File: src/rtl/mbx_pkg.sv
package mbx_pkg;
  localparam int WORD_W    = 16;
  localparam int CH_N      = 3;
  localparam int OFS_W     = 6;
  localparam int CH_STRIDE = 8;

  localparam logic [OFS_W-1:0] OFS_DATA = 6'h00;
  localparam logic [OFS_W-1:0] OFS_PTR  = 6'h04;
  localparam logic [OFS_W-1:0] OFS_CFG  = 6'h08;
  localparam logic [OFS_W-1:0] OFS_STAT = 6'h0C;
  localparam logic [OFS_W-1:0] OFS_SSET = 6'h10;
  localparam logic [OFS_W-1:0] OFS_SMSK = 6'h14;
  localparam logic [OFS_W-1:0] OFS_SCLR = 6'h18;
  localparam logic [OFS_W-1:0] OFS_SVAL = 6'h1C;
  localparam logic [OFS_W-1:0] OFS_CMD0 = 6'h20;
  localparam logic [OFS_W-1:0] OFS_REP0 = 6'h24;

  localparam int CFG_RST = 0;
  localparam int CFG_INC = 1;
  localparam int CFG_LEN = 2;
  localparam int CFG_GO  = 4;
  localparam int CFG_RGN = 12;

  // words in a burst for a length code; 0 stands for open-ended
  function automatic logic [4:0] burst_words(input logic [1:0] code);
    case (code)
      2'd0:    return 5'd1;
      2'd1:    return 5'd8;
      2'd2:    return 5'd16;
      default: return 5'd0;
    endcase
  endfunction

  function automatic logic [WORD_W-1:0] pack_status(input logic busy, input logic sem_flag,
                                                    input logic [CH_N-1:0] rdy,
                                                    input logic [CH_N-1:0] pend);
    return {pend, rdy, sem_flag, 1'b1, 1'b0, busy, 5'b00000, busy};
  endfunction
endpackage

File: src/rtl/mbx_xfer.sv
module mbx_xfer import mbx_pkg::*; #(
  parameter int PTR_W = 16,
  parameter int CNT_W = 5
) (
  input  logic             clk,
  input  logic             rst_n,
  input  logic             ptr_ld,
  input  logic [PTR_W-1:0] ptr_val,
  input  logic             cfg_wr,
  input  logic             go,
  input  logic [1:0]       len_code,
  input  logic             region_ok,
  input  logic             autoinc,
  input  logic             acc_rd,
  input  logic             acc_wr,
  output logic [PTR_W-1:0] ptr_q,
  output logic             busy,
  output logic             rd_ok,
  output logic             wr_ok,
  output logic             wrap_ev,
  output logic             rej_ev
);
  logic [CNT_W-1:0] left_q;
  logic             unl_q;
  logic             step;

  assign rd_ok   = acc_rd && region_ok && busy;
  assign wr_ok   = acc_wr && region_ok;
  assign step    = (rd_ok || wr_ok) && autoinc;
  assign wrap_ev = step && (ptr_q == '1);
  assign rej_ev  = (acc_rd || acc_wr) && !(rd_ok || wr_ok);

  always_ff @(posedge clk or negedge rst_n) begin
    if (!rst_n) begin
      ptr_q <= '0;
    end else if (ptr_ld) begin
      ptr_q <= ptr_val;
    end else if (step) begin
      ptr_q <= ptr_q + 1'b1;
    end
  end

  always_ff @(posedge clk or negedge rst_n) begin
    if (!rst_n) begin
      busy   <= 1'b0;
      left_q <= '0;
      unl_q  <= 1'b0;
    end else if (cfg_wr) begin
      busy   <= go;
      left_q <= go ? CNT_W'(burst_words(len_code)) : '0;
      unl_q  <= go && (len_code == 2'd3);
    end else if (rd_ok && !unl_q) begin
      left_q <= left_q - 1'b1;
      if (left_q == CNT_W'(1)) busy <= 1'b0;
    end
  end
endmodule

File: src/rtl/mbx_sema.sv
module mbx_sema #(
  parameter int SW = 16
) (
  input  logic          clk,
  input  logic          rst_n,
  input  logic          clr,
  input  logic          set_we,
  input  logic          clr_we,
  input  logic          mask_we,
  input  logic [SW-1:0] wdata,
  output logic [SW-1:0] sem_q,
  output logic [SW-1:0] mask_q,
  output logic          flag
);
  assign flag = |(sem_q & ~mask_q);

  always_ff @(posedge clk or negedge rst_n) begin
    if (!rst_n) begin
      sem_q  <= '0;
      mask_q <= '0;
    end else if (clr) begin
      sem_q  <= '0;
      mask_q <= '0;
    end else begin
      if (set_we)       sem_q <= sem_q | wdata;
      else if (clr_we)  sem_q <= sem_q & ~wdata;
      if (mask_we)      mask_q <= wdata;
    end
  end
endmodule

File: src/rtl/mbx_chan.sv
module mbx_chan #(
  parameter int W = 16
) (
  input  logic         clk,
  input  logic         rst_n,
  input  logic         rel,
  input  logic         cmd_we,
  input  logic [W-1:0] wdata,
  input  logic         ack,
  input  logic         push,
  input  logic [W-1:0] rep_in,
  input  logic         rep_rd,
  output logic [W-1:0] cmd_q,
  output logic         pend_q,
  output logic [W-1:0] rep_q,
  output logic         rdy_q
);
  always_ff @(posedge clk or negedge rst_n) begin
    if (!rst_n) begin
      cmd_q  <= '0;
      pend_q <= 1'b0;
      rep_q  <= '0;
      rdy_q  <= 1'b0;
    end else begin
      if (cmd_we) cmd_q <= wdata;
      if (push)   rep_q <= rep_in;
      if (rel)         pend_q <= 1'b0;
      else if (cmd_we) pend_q <= 1'b1;
      else if (ack)    pend_q <= 1'b0;
      if (rel)         rdy_q <= 1'b0;
      else if (push)   rdy_q <= 1'b1;
      else if (rep_rd) rdy_q <= 1'b0;
    end
  end
endmodule

File: src/rtl/dsp_mailbox.sv
module dsp_mailbox import mbx_pkg::*; #(
  parameter int DATA_W = 16,
  parameter int CNT_W  = 5
) (
  input  logic                   clk,
  input  logic                   rst_n,
  input  logic                   host_wr,
  input  logic                   host_rd,
  input  logic [OFS_W-1:0]       host_addr,
  input  logic [DATA_W-1:0]      host_wdata,
  output logic [DATA_W-1:0]      host_rdata,
  output logic                   xfer_err,
  output logic                   dsp_reset,
  output logic [DATA_W-1:0]      dsp_mem_addr,
  output logic                   dsp_mem_wr,
  output logic [DATA_W-1:0]      dsp_mem_wdata,
  input  logic [DATA_W-1:0]      dsp_mem_rdata,
  output logic [CH_N*DATA_W-1:0] cmd_word,
  output logic [CH_N-1:0]        cmd_pending,
  input  logic [CH_N-1:0]        cmd_ack,
  input  logic [CH_N*DATA_W-1:0] rep_data,
  input  logic [CH_N-1:0]        rep_push
);
  logic [DATA_W-1:0] cfg_q;
  logic              cfg_wr, rise_ev, fall_ev;
  logic [DATA_W-1:0] ptr_q, sem_q, mask_q, st_word;
  logic              busy, rd_ok, wr_ok, wrap_ev, rej_ev, sem_flag;
  logic [CH_N-1:0]   rdy_v;
  logic [DATA_W-1:0] rep_w [CH_N];

  assign cfg_wr  = host_wr && (host_addr == OFS_CFG);
  assign rise_ev = cfg_wr && host_wdata[CFG_RST] && !cfg_q[CFG_RST];
  assign fall_ev = cfg_wr && !host_wdata[CFG_RST] && cfg_q[CFG_RST];

  always_ff @(posedge clk or negedge rst_n) begin
    if (!rst_n) begin
      cfg_q     <= '0;
      dsp_reset <= 1'b0;
    end else begin
      if (cfg_wr)  cfg_q <= host_wdata;
      if (rise_ev) dsp_reset <= 1'b1;
      else if (fall_ev) dsp_reset <= 1'b0;
    end
  end

  mbx_xfer #(.PTR_W(DATA_W), .CNT_W(CNT_W)) u_xfer (
    .clk(clk), .rst_n(rst_n),
    .ptr_ld(host_wr && (host_addr == OFS_PTR)), .ptr_val(host_wdata),
    .cfg_wr(cfg_wr), .go(host_wdata[CFG_GO]), .len_code(host_wdata[CFG_LEN +: 2]),
    .region_ok(cfg_q[CFG_RGN +: 4] == 4'd0), .autoinc(cfg_q[CFG_INC]),
    .acc_rd(host_rd && (host_addr == OFS_DATA)), .acc_wr(host_wr && (host_addr == OFS_DATA)),
    .ptr_q(ptr_q), .busy(busy), .rd_ok(rd_ok), .wr_ok(wr_ok),
    .wrap_ev(wrap_ev), .rej_ev(rej_ev)
  );

  mbx_sema #(.SW(DATA_W)) u_sema (
    .clk(clk), .rst_n(rst_n), .clr(fall_ev),
    .set_we(host_wr && (host_addr == OFS_SSET)),
    .clr_we(host_wr && (host_addr == OFS_SCLR)),
    .mask_we(host_wr && (host_addr == OFS_SMSK)),
    .wdata(host_wdata), .sem_q(sem_q), .mask_q(mask_q), .flag(sem_flag)
  );

  for (genvar g = 0; g < CH_N; g++) begin : g_ch
    localparam logic [OFS_W-1:0] CMD_A = OFS_W'(int'(OFS_CMD0) + CH_STRIDE * g);
    localparam logic [OFS_W-1:0] REP_A = OFS_W'(int'(OFS_REP0) + CH_STRIDE * g);
    mbx_chan #(.W(DATA_W)) u_ch (
      .clk(clk), .rst_n(rst_n), .rel(fall_ev),
      .cmd_we(host_wr && (host_addr == CMD_A)), .wdata(host_wdata),
      .ack(cmd_ack[g]), .push(rep_push[g]), .rep_in(rep_data[g*DATA_W +: DATA_W]),
      .rep_rd(host_rd && (host_addr == REP_A)),
      .cmd_q(cmd_word[g*DATA_W +: DATA_W]), .pend_q(cmd_pending[g]),
      .rep_q(rep_w[g]), .rdy_q(rdy_v[g])
    );
  end

  assign st_word       = DATA_W'(pack_status(busy, sem_flag, rdy_v, cmd_pending));
  assign xfer_err      = wrap_ev || rej_ev;
  assign dsp_mem_addr  = ptr_q;
  assign dsp_mem_wr    = wr_ok;
  assign dsp_mem_wdata = host_wdata;

  always_comb begin
    case (host_addr)
      OFS_DATA:           host_rdata = rd_ok ? dsp_mem_rdata : '0;
      OFS_PTR:            host_rdata = ptr_q;
      OFS_CFG:            host_rdata = cfg_q;
      OFS_STAT:           host_rdata = st_word;
      OFS_SSET, OFS_SVAL: host_rdata = sem_q;
      OFS_SMSK:           host_rdata = mask_q;
      default:            host_rdata = '0;
    endcase
    for (int i = 0; i < CH_N; i++) begin
      if (host_addr == OFS_W'(int'(OFS_REP0) + CH_STRIDE * i)) host_rdata = rep_w[i];
    end
  end
endmodule


File: config.mk
export PLATFORM = sky130hd
export DESIGN_NAME = dsp_mailbox
export DESIGN_NICKNAME = d
export VERILOG_FILES = /design/src/rtl/mbx_pkg.sv /design/src/rtl/mbx_xfer.sv /design/src/rtl/mbx_sema.sv /design/src/rtl/mbx_chan.sv /design/src/rtl/dsp_mailbox.sv
export SDC_FILE = /design/constraint.sdc
export NUM_CORES = 1
export LEC_CHECK = 0
export BUFFER_PORTS_ARGS = -buffer_cell sky130_fd_sc_hd__buf_4
export CAP_MARGIN = 10
export CORE_MARGIN = 4
export CORE_UTILIZATION = 60
export CTS_BUF_LIST = sky130_fd_sc_hd__clkbuf_4
export DETAILED_ROUTE_END_ITERATION = 8
export PLACE_DENSITY = 0.87
export SKIP_CTS_REPAIR_TIMING = 1
export SLEW_MARGIN = 10
export SYNTH_ARGS = -nofsm -noshare
export SYNTH_HDL_FRONTEND = slang
export SYNTH_SLANG_ARGS = --single-unit
File: constraint.sdc
create_clock -name clk -period 9.27 [get_ports clk]
set_clock_uncertainty 0.1 [all_clocks]
set_input_delay 1.854 -clock clk [delete_from_list [all_inputs] [get_ports clk]]
set_output_delay 1.854 -clock clk [all_outputs]
set_load 0.02 [all_outputs]
### Word-level counts from Yosys, hierarchy flattened

Index checks and enable logic that the tools add are counted.

* flip-flop bits (word level): 174
* bits in latches: 0
* RAM bits: 0
* bits in read-only memories: 0
* input bits: 96
* output and inout port bits: 102
* memories: 0

* add/sub/neg operators: 2
* multiply operators: 0
* div/mod/pow operators: 0
* magnitude comparators: 0
* equality and inequality tests: 18
* shifts and indexed selects: 0
* muxes and demuxes: 39
* bitwise operators: 5
* reductions and logical operators: 50

Operator list (number)
* two-way mux 16 bit: 11
* one-hot mux 16 bit (6 select lines): 1
* equality test 6 bit, second input constant: 6
* bitwise AND 16 bit: 2
* inverter 16 bit: 2
* logical AND 1 bit: 25
* equality test 6 x 5 -> 1 bit, second input constant: 4
* two-way mux 1 bit: 23
* nonzero test 3 bit: 7
* adder 16 x 1 -> 16 bit, second input constant: 1
* equality test 16 bit, second input constant: 1
* OR 16 bit: 1
* OR reduction 16 bit: 1
* two-way mux 5 bit: 3
* one-hot mux 5 bit (3 select lines): 1
* equality test 6 x 4 -> 1 bit, second input constant: 2
* nonzero test 2 bit: 5
* equality test 6 x 3 -> 1 bit, second input constant: 1
* zero test 6 bit: 1
* equality test 5 x 1 -> 1 bit, second input constant: 1
* subtractor 5 x 1 -> 5 bit, second input constant: 1
* equality test 2 bit, second input constant: 2
* zero test 1 bit: 4
* zero test 4 bit: 1
* other kinds (5): 7

### Longest topological paths before layout

Gate-level depths: netlist of run 1.

* word-level depth: 9
* gate-level depth with buffers: 9

### Hierarchy

A second synthesis of run 1 with hierarchy kept.

* cells, all modules: 819
* area, all modules: 9308.9 sq um

Modules (own cells, without submodules)
* mbx_chan: instances 3, cells an instance 76, area each 1371.3 sq um
* dsp_mailbox: instances 1, cells an instance 293, area each 2341.0 sq um
* mbx_sema: instances 1, cells an instance 142, area each 1457.6 sq um
* mbx_xfer: instances 1, cells an instance 156, area each 1396.3 sq um

### Worst setup path after synthesis of run 1

OpenSTA, ideal clock, no wires.

* kind: input to output
* start: input port host_addr[5]
* end: output port host_rdata[0]
* arrival time: 3.881 ns
* path slack: 3.435 ns
* stages: 7
* buffers on the path: 2
* path through: clkbuf_1 or4b_2 clkbuf_1 nor3_1 a221oi_1 and3_1 a21oi_1

* longest elaborated chain between the ends: 9

Ends and longest elaborated chain
* start, declared: line dsp_mailbox.sv:9 `input logic [OFS_W-1:0] host_addr,`
* zero test 6 bit: line dsp_mailbox.sv:51, dsp_mailbox.sv:84
* logical AND 1 bit: line dsp_mailbox.sv:51 `.acc_rd(host_rd && (host_addr == OFS_DATA)), .acc_wr(host_wr && (host_addr == OFS_DATA)),`
* logical AND 1 bit (2 in series): line mbx_xfer.sv:27 `assign rd_ok = acc_rd && region_ok && busy;`
* two-way mux 16 bit: line dsp_mailbox.sv:85 `OFS_DATA: host_rdata = rd_ok ? dsp_mem_rdata : '0;`
* one-hot mux 16 bit (6 select lines): line dsp_mailbox.sv:84 `case (host_addr)`
* two-way mux 16 bit (2 in series): line dsp_mailbox.sv:94 `if (host_addr == OFS_W'(int'(OFS_REP0) + CH_STRIDE * i)) host_rdata = rep_w[i];`
* two-way mux 16 bit (*): line dsp_mailbox.sv:94
* end, declared: line dsp_mailbox.sv:11 `output logic [DATA_W-1:0] host_rdata,`

Every way passes the cells marked *; elsewhere a longest branch is shown, timed or not.

### Final worst setup path of run 1

* start: input port host_addr[2]
* end: output port host_rdata[5]

The elaborated chain is that of the path after synthesis.

==> impl_metrics.json, run 1 <==
{
  "ios": 198,
  "grt_max_degree": 104,
  "overflow": 0,
  "drc": 0,
  "layout_min_cycle_time_ns": 6.250,
  "r2r_slack_ns": 6.39,
  "synth_seq_area_share": 0.5077,
  "p_int_mw": 1.209,
  "start_util": 0.6154,
  "hold_path_class": "register to register",
  "setup_violations": 0,
  "final.setup.tns_ns": 0,
  "worst_pin_slew_ns": 1.261,
  "ys_seq_elements": 174,
  "grtUsageTotal": 0.3128,
  "yosysWarnings": 0,
  "synthFlopType": "dfrtp_1",
  "grt_setup_unrepaired": "no",
  "cts_tree": "built",
  "hpwl_um": 18290,
  "cts-root-buf": "clkbuf_4",
  "layout.cells.non_filler": 1162,
  "powerDensity_mw_per_mm2": 170.0,
  "slew_headroom": 0.1554,
  "arrival_ns": 4.30,
  "place_congestion": 0.9452,
  "ant_nets": 0,
  "clock_sinks": 174,
  "worst_ep_required_time_ns": 7.32,
  "finalCritPeriodShare": 0.6742,
  "syn_avg_cell_area_sq_um": 10.47,
  "pwr-share-comb": 0.214,
  "synth_common_cells": "174 x dfrtp_1, 117 x nand2_1, 97 x mux2_2",
  "cap_violations": 0,
  "cts_buffers": 17,
  "yosysUniqueCellTypes": 57,
  "drive_gt1_frac": 0.3496,
  "first_pass_iters": 5,
  "p_leak_nw": 4.775,
  "seq_area_sq_mm": 0.004354,
  "pwr-share-seq": 0.537,
  "status": "completed",
  "yosysTopAreaCell": "dfrtp_1",
  "post_dp_cell_area_sq_mm": 0.009966,
  "area_growth_pct": 19.48,
  "numPortBuffers": 197,
  "highest-signal-layer": "met4",
  "cp-start-kind": "input port",
  "num-fill-cells": 1051,
  "p_clk_frac": 0.249,
  "cts-htree-levels": 4,
  "p_sw_mw": 0.5322,
  "post_drt_via_cell_ratio": 6.256,
  "dieArea_sq_mm": 0.01627,
  "wl_met3_um": 2691,
  "syn_inst": 819,
  "end_kind": "primary output",
  "syn_nets": 918,
  "fin_nets": 1068,
  "worst-setup-path-type": "input port to primary output",
  "grt_pass1_wl_um": 39090,
  "dp.cells": 1130,
  "die_y_um": 127.6,
  "clock_path_buffers": 2,
  "synthArstFlopShare": 1.000,
  "worst_ir_drop_vdd_uv": 109.1,
  "multi_input_area_sq_mm": 0.003806,
  "slew_violations": 0,
  "clkTransAtPathRegs_ns": 0.13,
  "antenna_found_initial": 1,
  "dr_total_vias": 7270,
  "wl_met1_um": 10370,
  "max_freq_mhz": 160.0,
  "wl_met2_um": 11730,
  "netlist.area_leader.share": 0.5077,
  "synth.cell_area_sq_mm": 0.008576,
  "coreArea_sq_mm": 0.01393,
  "synth_area_leaders": "dfrtp_1 51%, mux2_2 13%, nand2_1 5.1%",
  "switching_share": 0.3056,
  "clkLatencyLatePin_ns": 0.56,
  "drt_wl_total_um": 25460,
  "routedWlPerCell_um": 21.91,
  "fp-row-count": 43,
  "first_iter_violations": 664,
  "cp_max_fo": 34,
  "yosysMostFrequentCell": "dfrtp_1",
  "synth_edf_count": 0,
  "die_w_um": 127.6,
  "first_global_vias": 7009,
  "hold_violations": 0,
  "design_area_sq_mm": 0.01025
}
==> stage by stage <==
step                hold slack, ns  setup slack, ns  power, mW    util
global placement            0.3584            3.131      1.306  0.7152
CTS                         0.4013            3.075      1.750  0.7351
finish                      0.3999            3.020      1.742  0.7353
floorplan                   0.3415            3.435      1.134       -
global route                0.4335            2.854      1.820  0.7353
detailed placement          0.3712            3.071      1.319  0.7152
==> layout make-up <==
class	count	share of cell area
clock buffers	17	0.01246
inverters	12	0.004396
multi-input cells	560	0.3715
diodes	1	0.0002442
clock inverters	14	0.01465
flip-flops and latches	174	0.4250
well taps	180	0.02198
repair buffers	204	0.1498
==> worst paths after layout <==
| kind | from | end | depth (start not counted) |
|---|---|---|---|
| worst max register to register | cfg_q[14]$_DFFE_PN0P_ | u_xfer.ptr_q[13]$_DFFE_PN0P_ | 5 |
| worst max-delay path | host_addr[2] | host_rdata[5] | 6 |
| min in group asynchronous | rst_n | g_ch[2].u_ch.rep_q[5]$_DFFE_PN0P_ | 1 |
| max in group asynchronous | rst_n | g_ch[0].u_ch.cmd_q[10]$_DFFE_PN0P_ | 2 |
| worst min register to register | g_ch[0].u_ch.cmd_q[2]$_DFFE_PN0P_ | g_ch[0].u_ch.cmd_q[2]$_DFFE_PN0P_ | 2 |
| worst min-delay path | g_ch[0].u_ch.cmd_q[2]$_DFFE_PN0P_ | g_ch[0].u_ch.cmd_q[2]$_DFFE_PN0P_ | 2 |
==> flip-flops by register name (all words and copies together), names as in the netlist, 5 cells and up <==
| name | flops |
|---|---|
| u_xfer.ptr_q | 16 |
| u_sema.sem_q | 16 |
| u_sema.mask_q | 16 |
| u_xfer.left_q | 5 |
| g_ch.u_ch.rep_q | 48 |
| cfg_q | 16 |
| g_ch.u_ch.cmd_q | 48 |
==> routing by layer <==
metal  track usage  up-vias
met4        0.1098        0
met2        0.4859      442
met3       0.07149       59
met5             0        -
li1              -     3246
met1        0.4362     3523
==> critical path, stage by stage <==
cell and delay, ns:
buf_4 0.39, nor2b_1 0.62, nand4_1 0.76, o22ai_1 0.40
a21oi_1 0.08, buf_4 0.17
==> power by group through the flow <==
stage	sequential (mW)	combinational, mW	clock, mW
after floorplan	0.966	0.169	0
after global placement	0.943	0.363	0
after detailed placement	0.947	0.372	0
after CTS	0.932	0.374	0.444
after global routing	0.945	0.402	0.472
final	0.936	0.373	0.433
==> cells by family after synthesis <==
family / after synthesis / synth area share
flip-flops: 174 / 0.5077
buffers and inverters: 85 / 0.04931
AO/OA/AOI/OAI: 189 / 0.1386
XOR/XNOR: 11 / 0.01123
AND/OR/NAND/NOR: 244 / 0.1427
adder cells (fa/ha/maj): 3 / 0.004377
multiplexers: 113 / 0.1460
==> layout by cell type (no fill, tap or decap), types with 17 or more instances in the layout <==
cell type    n
buf_4      203
dfrtp_1    174
nand2_1    117
mux2_2      97
a21oi_1     66
o21ai_0     27
nor2_1      26
a211oi_1    18
o22ai_1     17
clkbuf_4    17
Note: power is estimated with default switching activity, not from simulation.
==> inputs of run 2 (changes only) <==
- CORE_UTILIZATION: 60 -> 56
- PLACE_DENSITY: 0.87 -> 0.81
- clock period: 9.27 -> 6.1 ns (I/O delays scaled with it)
==> run 2 against run 1 <==
Hold slack improved by 0.0037 ns. Die area increased by 6.7%. Global-route usage down 1.2 points. Sequential power increased by 53%. First-iteration DRC count increased by 26%. Cell count grew 0.69%. Clock power is 56% higher. Register-to-register slack lost 3.1 ns. Design area is 0.44% higher. Utilization down 3.8 points. Wire length grew 2.5%. Largest cell class unchanged. Highest routed layer unchanged.
==> impl_metrics.json, run 2 (same netlist as run 1, synthesis figures left out) <==
{
  "clkLatencyLatePin_ns": 0.56,
  "post_drt_via_cell_ratio": 6.218,
  "drive_gt1_frac": 0.3529,
  "mostFrequentLayoutCells": "208 x buf_4, 174 x dfrtp_1, 117 x nand2_1, 97 x mux2_2, 66 x a21oi_1",
  "grt_pass1_wl_um": 41410,
  "cts-htree-levels": 4,
  "first_iter_violations": 839,
  "diodes": 0,
  "die_y_um": 131.8,
  "worst_pin_slew_ns": 1.082,
  "cp_max_fo": 17,
  "dr_total_vias": 7275,
  "clock_path_buffers": 2,
  "cts_buffers": 17,
  "totalPowerFinal_mw": 2.667,
  "reg2reg_from": "cfg_q[14]$_DFFE_PN0P_",
  "hpwl_um": 18870,
  "crit_start": "host_addr[4]",
  "dieArea_sq_mm": 0.01736,
  "routedWlPerCell_um": 22.31,
  "grt_max_degree": 72,
  "drt_wl_total_um": 26100,
  "final.setup.tns_ns": 0,
  "cp-start-kind": "input port",
  "cts-root-buf": "clkbuf_4",
  "antenna_found_initial": 0,
  "finalCritPeriodShare": 0.7874,
  "numPortBuffers": 197,
  "p_leak_nw": 4.797,
  "final_common_cell": "buf_4",
  "setup_violations": 0,
  "start_util": 0.5812,
  "worst_ep_required_time_ns": 4.78,
  "slew_headroom": 0.2778,
  "powerDensity_mw_per_mm2": 259.2,
  "clkTransAtPathRegs_ns": 0.12,
  "fp-row-count": 44,
  "reg2reg_depth": 5,
  "hold_path_class": "register to register",
  "multi_input_area_sq_mm": 0.003806,
  "area_growth_pct": 20.00,
  "layout_min_cycle_time_ns": 4.803,
  "first_global_vias": 7297,
  "first_pass_iters": 8,
  "end_kind": "primary output",
  "worst_ir_drop_vdd_uv": 171.7,
  "num-fill-cells": 1160,
  "ant_nets": 0,
  "fin_nets": 1073,
  "largestRegisters": "g_ch.u_ch.cmd_q x48, g_ch.u_ch.rep_q x48",
  "seq_area_sq_mm": 0.004354,
  "min-delay-start": "cfg_q[2]$_DFFE_PN0P_",
  "max_freq_mhz": 208.2,
  "cts_tree": "built",
  "slew_violations": 0,
  "worst-setup-path-type": "input port to primary output",
  "hold_violations": 0,
  "place_congestion": 0.9651,
  "coreArea_sq_mm": 0.01475,
  "grt_setup_unrepaired": "no",
  "whs_path_depth": 2,
  "clock_sinks": 174,
  "die_w_um": 131.8,
  "drc": 0,
  "ios": 198,
  "grtUsageTotal": 0.3006,
  "status": "completed",
  "arrival_ns": 3.48,
  "overflow": 0,
  "cap_violations": 0
}
==> run 2: worst paths after layout <==
path,slack (ns),to
setup / recovery,1.30,host_rdata[6]
hold / removal,0.40,cfg_q[2]$_DFFE_PN0P_
setup reg to reg,3.30,u_xfer.ptr_q[9]$_DFFE_PN0P_
hold reg to reg,0.40,cfg_q[2]$_DFFE_PN0P_
max in group asynchronous,4.17,g_ch[0].u_ch.cmd_q[15]$_DFFE_PN0P_
min in group asynchronous,0.56,g_ch[0].u_ch.rep_q[2]$_DFFE_PN0P_
==> run 2: area by class of cell <==
cell class              count  share of cell area
flip-flops and latches    174              0.4231
multi-input cells         560              0.3698
repair buffers            209              0.1528
well taps                 184             0.02237
clock inverters            13             0.01435
clock buffers              18             0.01313
inverters                  12            0.004377
==> run 2: stage by stage <==
stage | area, sq um | hold slack, ns | worst slack (ns) | instances | util
6_report | 10290 | 0.4036 | 1.297 | 1170 | 0.6975
3_5_place_dp | 10010 | 0.3769 | 1.347 | 1139 | 0.6783
5_1_grt | 10290 | 0.4285 | 1.198 | 1170 | 0.6975
3_3_place_gp | 10010 | 0.3642 | 1.393 | 1139 | 0.6783
2_1_floorplan | 8576 | 0.3415 | 1.533 | 819 | -
4_1_cts | 10290 | 0.4063 | 1.340 | 1170 | 0.6975
==> run 2: power by group <==
group	internal, mW	switching (mW)
clock	0.281	0.392
combinational	0.269	0.298
sequential	1.30	0.132
==> run 2: worst max-delay path, cell delays in order <==
cell and delay, ns:
buf_4 0.21, or4b_2 0.71, nor3_1 0.59, a221oi_1 0.19, and3_1 0.22, a21oi_1 0.17, buf_4 0.17
==> run 2: metal layers <==
layer | track usage | share of wire
met1 | 0.4112 | 0.42
met2 | 0.4530 | 0.44
met3 | 0.1023 | 0.11
met4 | 0.1015 | 0.026
met5 | 0 | 0
==> inputs of run 3 (changes only) <==
- CORE_UTILIZATION: 56 -> 51
- PLACE_DENSITY: 0.81 -> 0.78
- clock period: 6.1 -> 4.22 ns (I/O delays scaled with it)
==> run 3 against run 2 <==
Combinational power increased by 44%. Highest routed layer unchanged. Critical path depth down 1. Largest power group unchanged. Sequential power is 44% higher. Utilization decreased by 6.7 points. First-iteration DRC count fell by 9.7%. Clock power grew 48%. Largest cell class unchanged.
==> impl_metrics.json, run 3 (same netlist as run 1, synthesis figures left out) <==
{
  "clkTransAtPathRegs_ns": 0.14,
  "diodes": 0,
  "hold_path_class": "input port to asynchronous set/reset pin",
  "pwr-share-seq": 0.531,
  "reg2reg_from": "cfg_q[14]$_DFFE_PN0P_",
  "die_y_um": 137.7,
  "arrival_ns": 2.88,
  "hold_violations": 0,
  "drt_wl_total_um": 25810,
  "grt_setup_unrepaired": "no",
  "fin_nets": 1081,
  "clock_path_buffers": 2,
  "post-route-util": 0.6307,
  "post_drt_via_cell_ratio": 6.006,
  "cts-htree-levels": 4,
  "end_kind": "primary output",
  "drive_gt1_frac": 0.3598,
  "dieArea_sq_mm": 0.01895,
  "critPathTopFamily": "simple AND/OR/NAND/NOR gates",
  "p_sw_mw": 1.199,
  "worst_pin_slew_ns": 0.9939,
  "cpMostUsedCell": "or4_1",
  "critical_path_buf_inv_count": 1,
  "grtUsageTotal": 0.2722,
  "layout_min_cycle_time_ns": 3.825,
  "worstPathCellList": "or4_1, or4_1, nor2_1, nand4_1, o21ai_0, buf_4",
  "p_int_mw": 2.673,
  "first_global_vias": 7055,
  "dr_total_vias": 7297,
  "mostFrequentLayoutCells": "215 x buf_4, 174 x dfrtp_1, 117 x nand2_1, 97 x mux2_2, 66 x a21oi_1",
  "place_congestion": 0.9489,
  "area_growth_pct": 21.53,
  "grt_pass1_wl_um": 39190,
  "cpMaxStageDelayCell": "or4_1",
  "design_area_sq_mm": 0.01042,
  "cts_tree": "built",
  "crit_start": "cfg_q[14]$_DFFE_PN0P_",
  "numPortBuffers": 197,
  "clkLatencyLatePin_ns": 0.57,
  "worst_ir_drop_vdd_uv": 179.1,
  "first_pass_iters": 7,
  "cp_max_fo": 4,
  "max_freq_mhz": 261.5,
  "ios": 198,
  "status": "completed",
  "fp-row-count": 47,
  "start_util": 0.5190,
  "pwr-share-comb": 0.212,
  "grt_max_degree": 91,
  "powerDensity_mw_per_mm2": 371.5,
  "worst-setup-path-type": "register to primary output",
  "slew_violations": 0,
  "setup_violations": 0,
  "post_dp_cell_area_sq_mm": 0.01013,
  "largestRegisters": "g_ch.u_ch.cmd_q x48, g_ch.u_ch.rep_q x48",
  "p_clk_frac": 0.257,
  "ant_nets": 0,
  "routedWlPerCell_um": 21.24,
  "first_iter_violations": 758,
  "hpwl_um": 18760,
  "cts-root-buf": "clkbuf_4",
  "drc": 0,
  "cap_violations": 0,
  "clock_sinks": 174,
  "antenna_found_initial": 0,
  "switching_share": 0.3096,
  "coreArea_sq_mm": 0.01652,
  "cp-start-kind": "register",
  "p_leak_nw": 4.856,
  "cp_slowest_stage_delay_ns": 0.69,
  "die_w_um": 137.7,
  "final.setup.tns_ns": 0,
  "slew_headroom": 0.3313,
  "finalCritPeriodShare": 0.9063,
  "worst_ep_required_time_ns": 3.28,
  "overflow": 0,
  "final_common_cell": "buf_4",
  "cts_buffers": 17
}
run 3: path summary, 6_finish.rpt:
check	end	slack (ns)	cells past startpoint
setup / recovery	xfer_err	0.40	6
hold / removal	g_ch[2].u_ch.rep_q[3]$_DFFE_PN0P_	0.20	1
setup reg to reg	u_xfer.ptr_q[9]$_DFFE_PN0P_	1.37	6
hold reg to reg	cfg_q[2]$_DFFE_PN0P_	0.40	2
max in group asynchronous	cfg_q[10]$_DFFE_PN0P_	2.91	2
min in group clk	g_ch[1].u_ch.rep_q[3]$_DFFE_PN0P_	0.39	2
run 3: metrics by stage:
stage               worst slack [ns]  hold slack (ns)  instances  total power [mW]
finish                        0.3955           0.2032       1215             3.872
global route                  0.3235           0.2326       1215             4.057
global placement              0.5337           0.3591       1183             2.879
CTS                           0.4197           0.2279       1215             3.894
floorplan                     0.4046           0.3415        819             2.491
detailed placement            0.4958           0.3653       1183             2.903
run 3: power groups by stage:
| stage | logic [mW] | registers (mW) | clock network (mW) |
|---|---|---|---|
| floorplan | 0.370 | 2.12 | 0 |
| global placement | 0.803 | 2.08 | 0 |
| detailed placement | 0.819 | 2.08 | 0 |
| CTS | 0.822 | 2.05 | 1.02 |
| global route | 0.891 | 2.08 | 1.09 |
| finish | 0.819 | 2.06 | 0.995 |
run 3: final cells by class:
cell class	instances	area, sq um
fillers	1359	6102
well taps	220	275.3
multi-input cells	560	3806
repair buffers	217	1645
clock inverters	15	168.9
clock buffers	17	127.6
inverters	12	45.04
flip-flops and latches	174	4354
run 3: per-layer routing:
layer / vias to the layer above / share of wire / GRT usage
met5: - / 0 / 0
met4: 0 / 0.032 / 0.1059
met3: 77 / 0.10 / 0.06647
met2: 429 / 0.45 / 0.4222
met1: 3520 / 0.41 / 0.3698
li1: 3271 / - / -
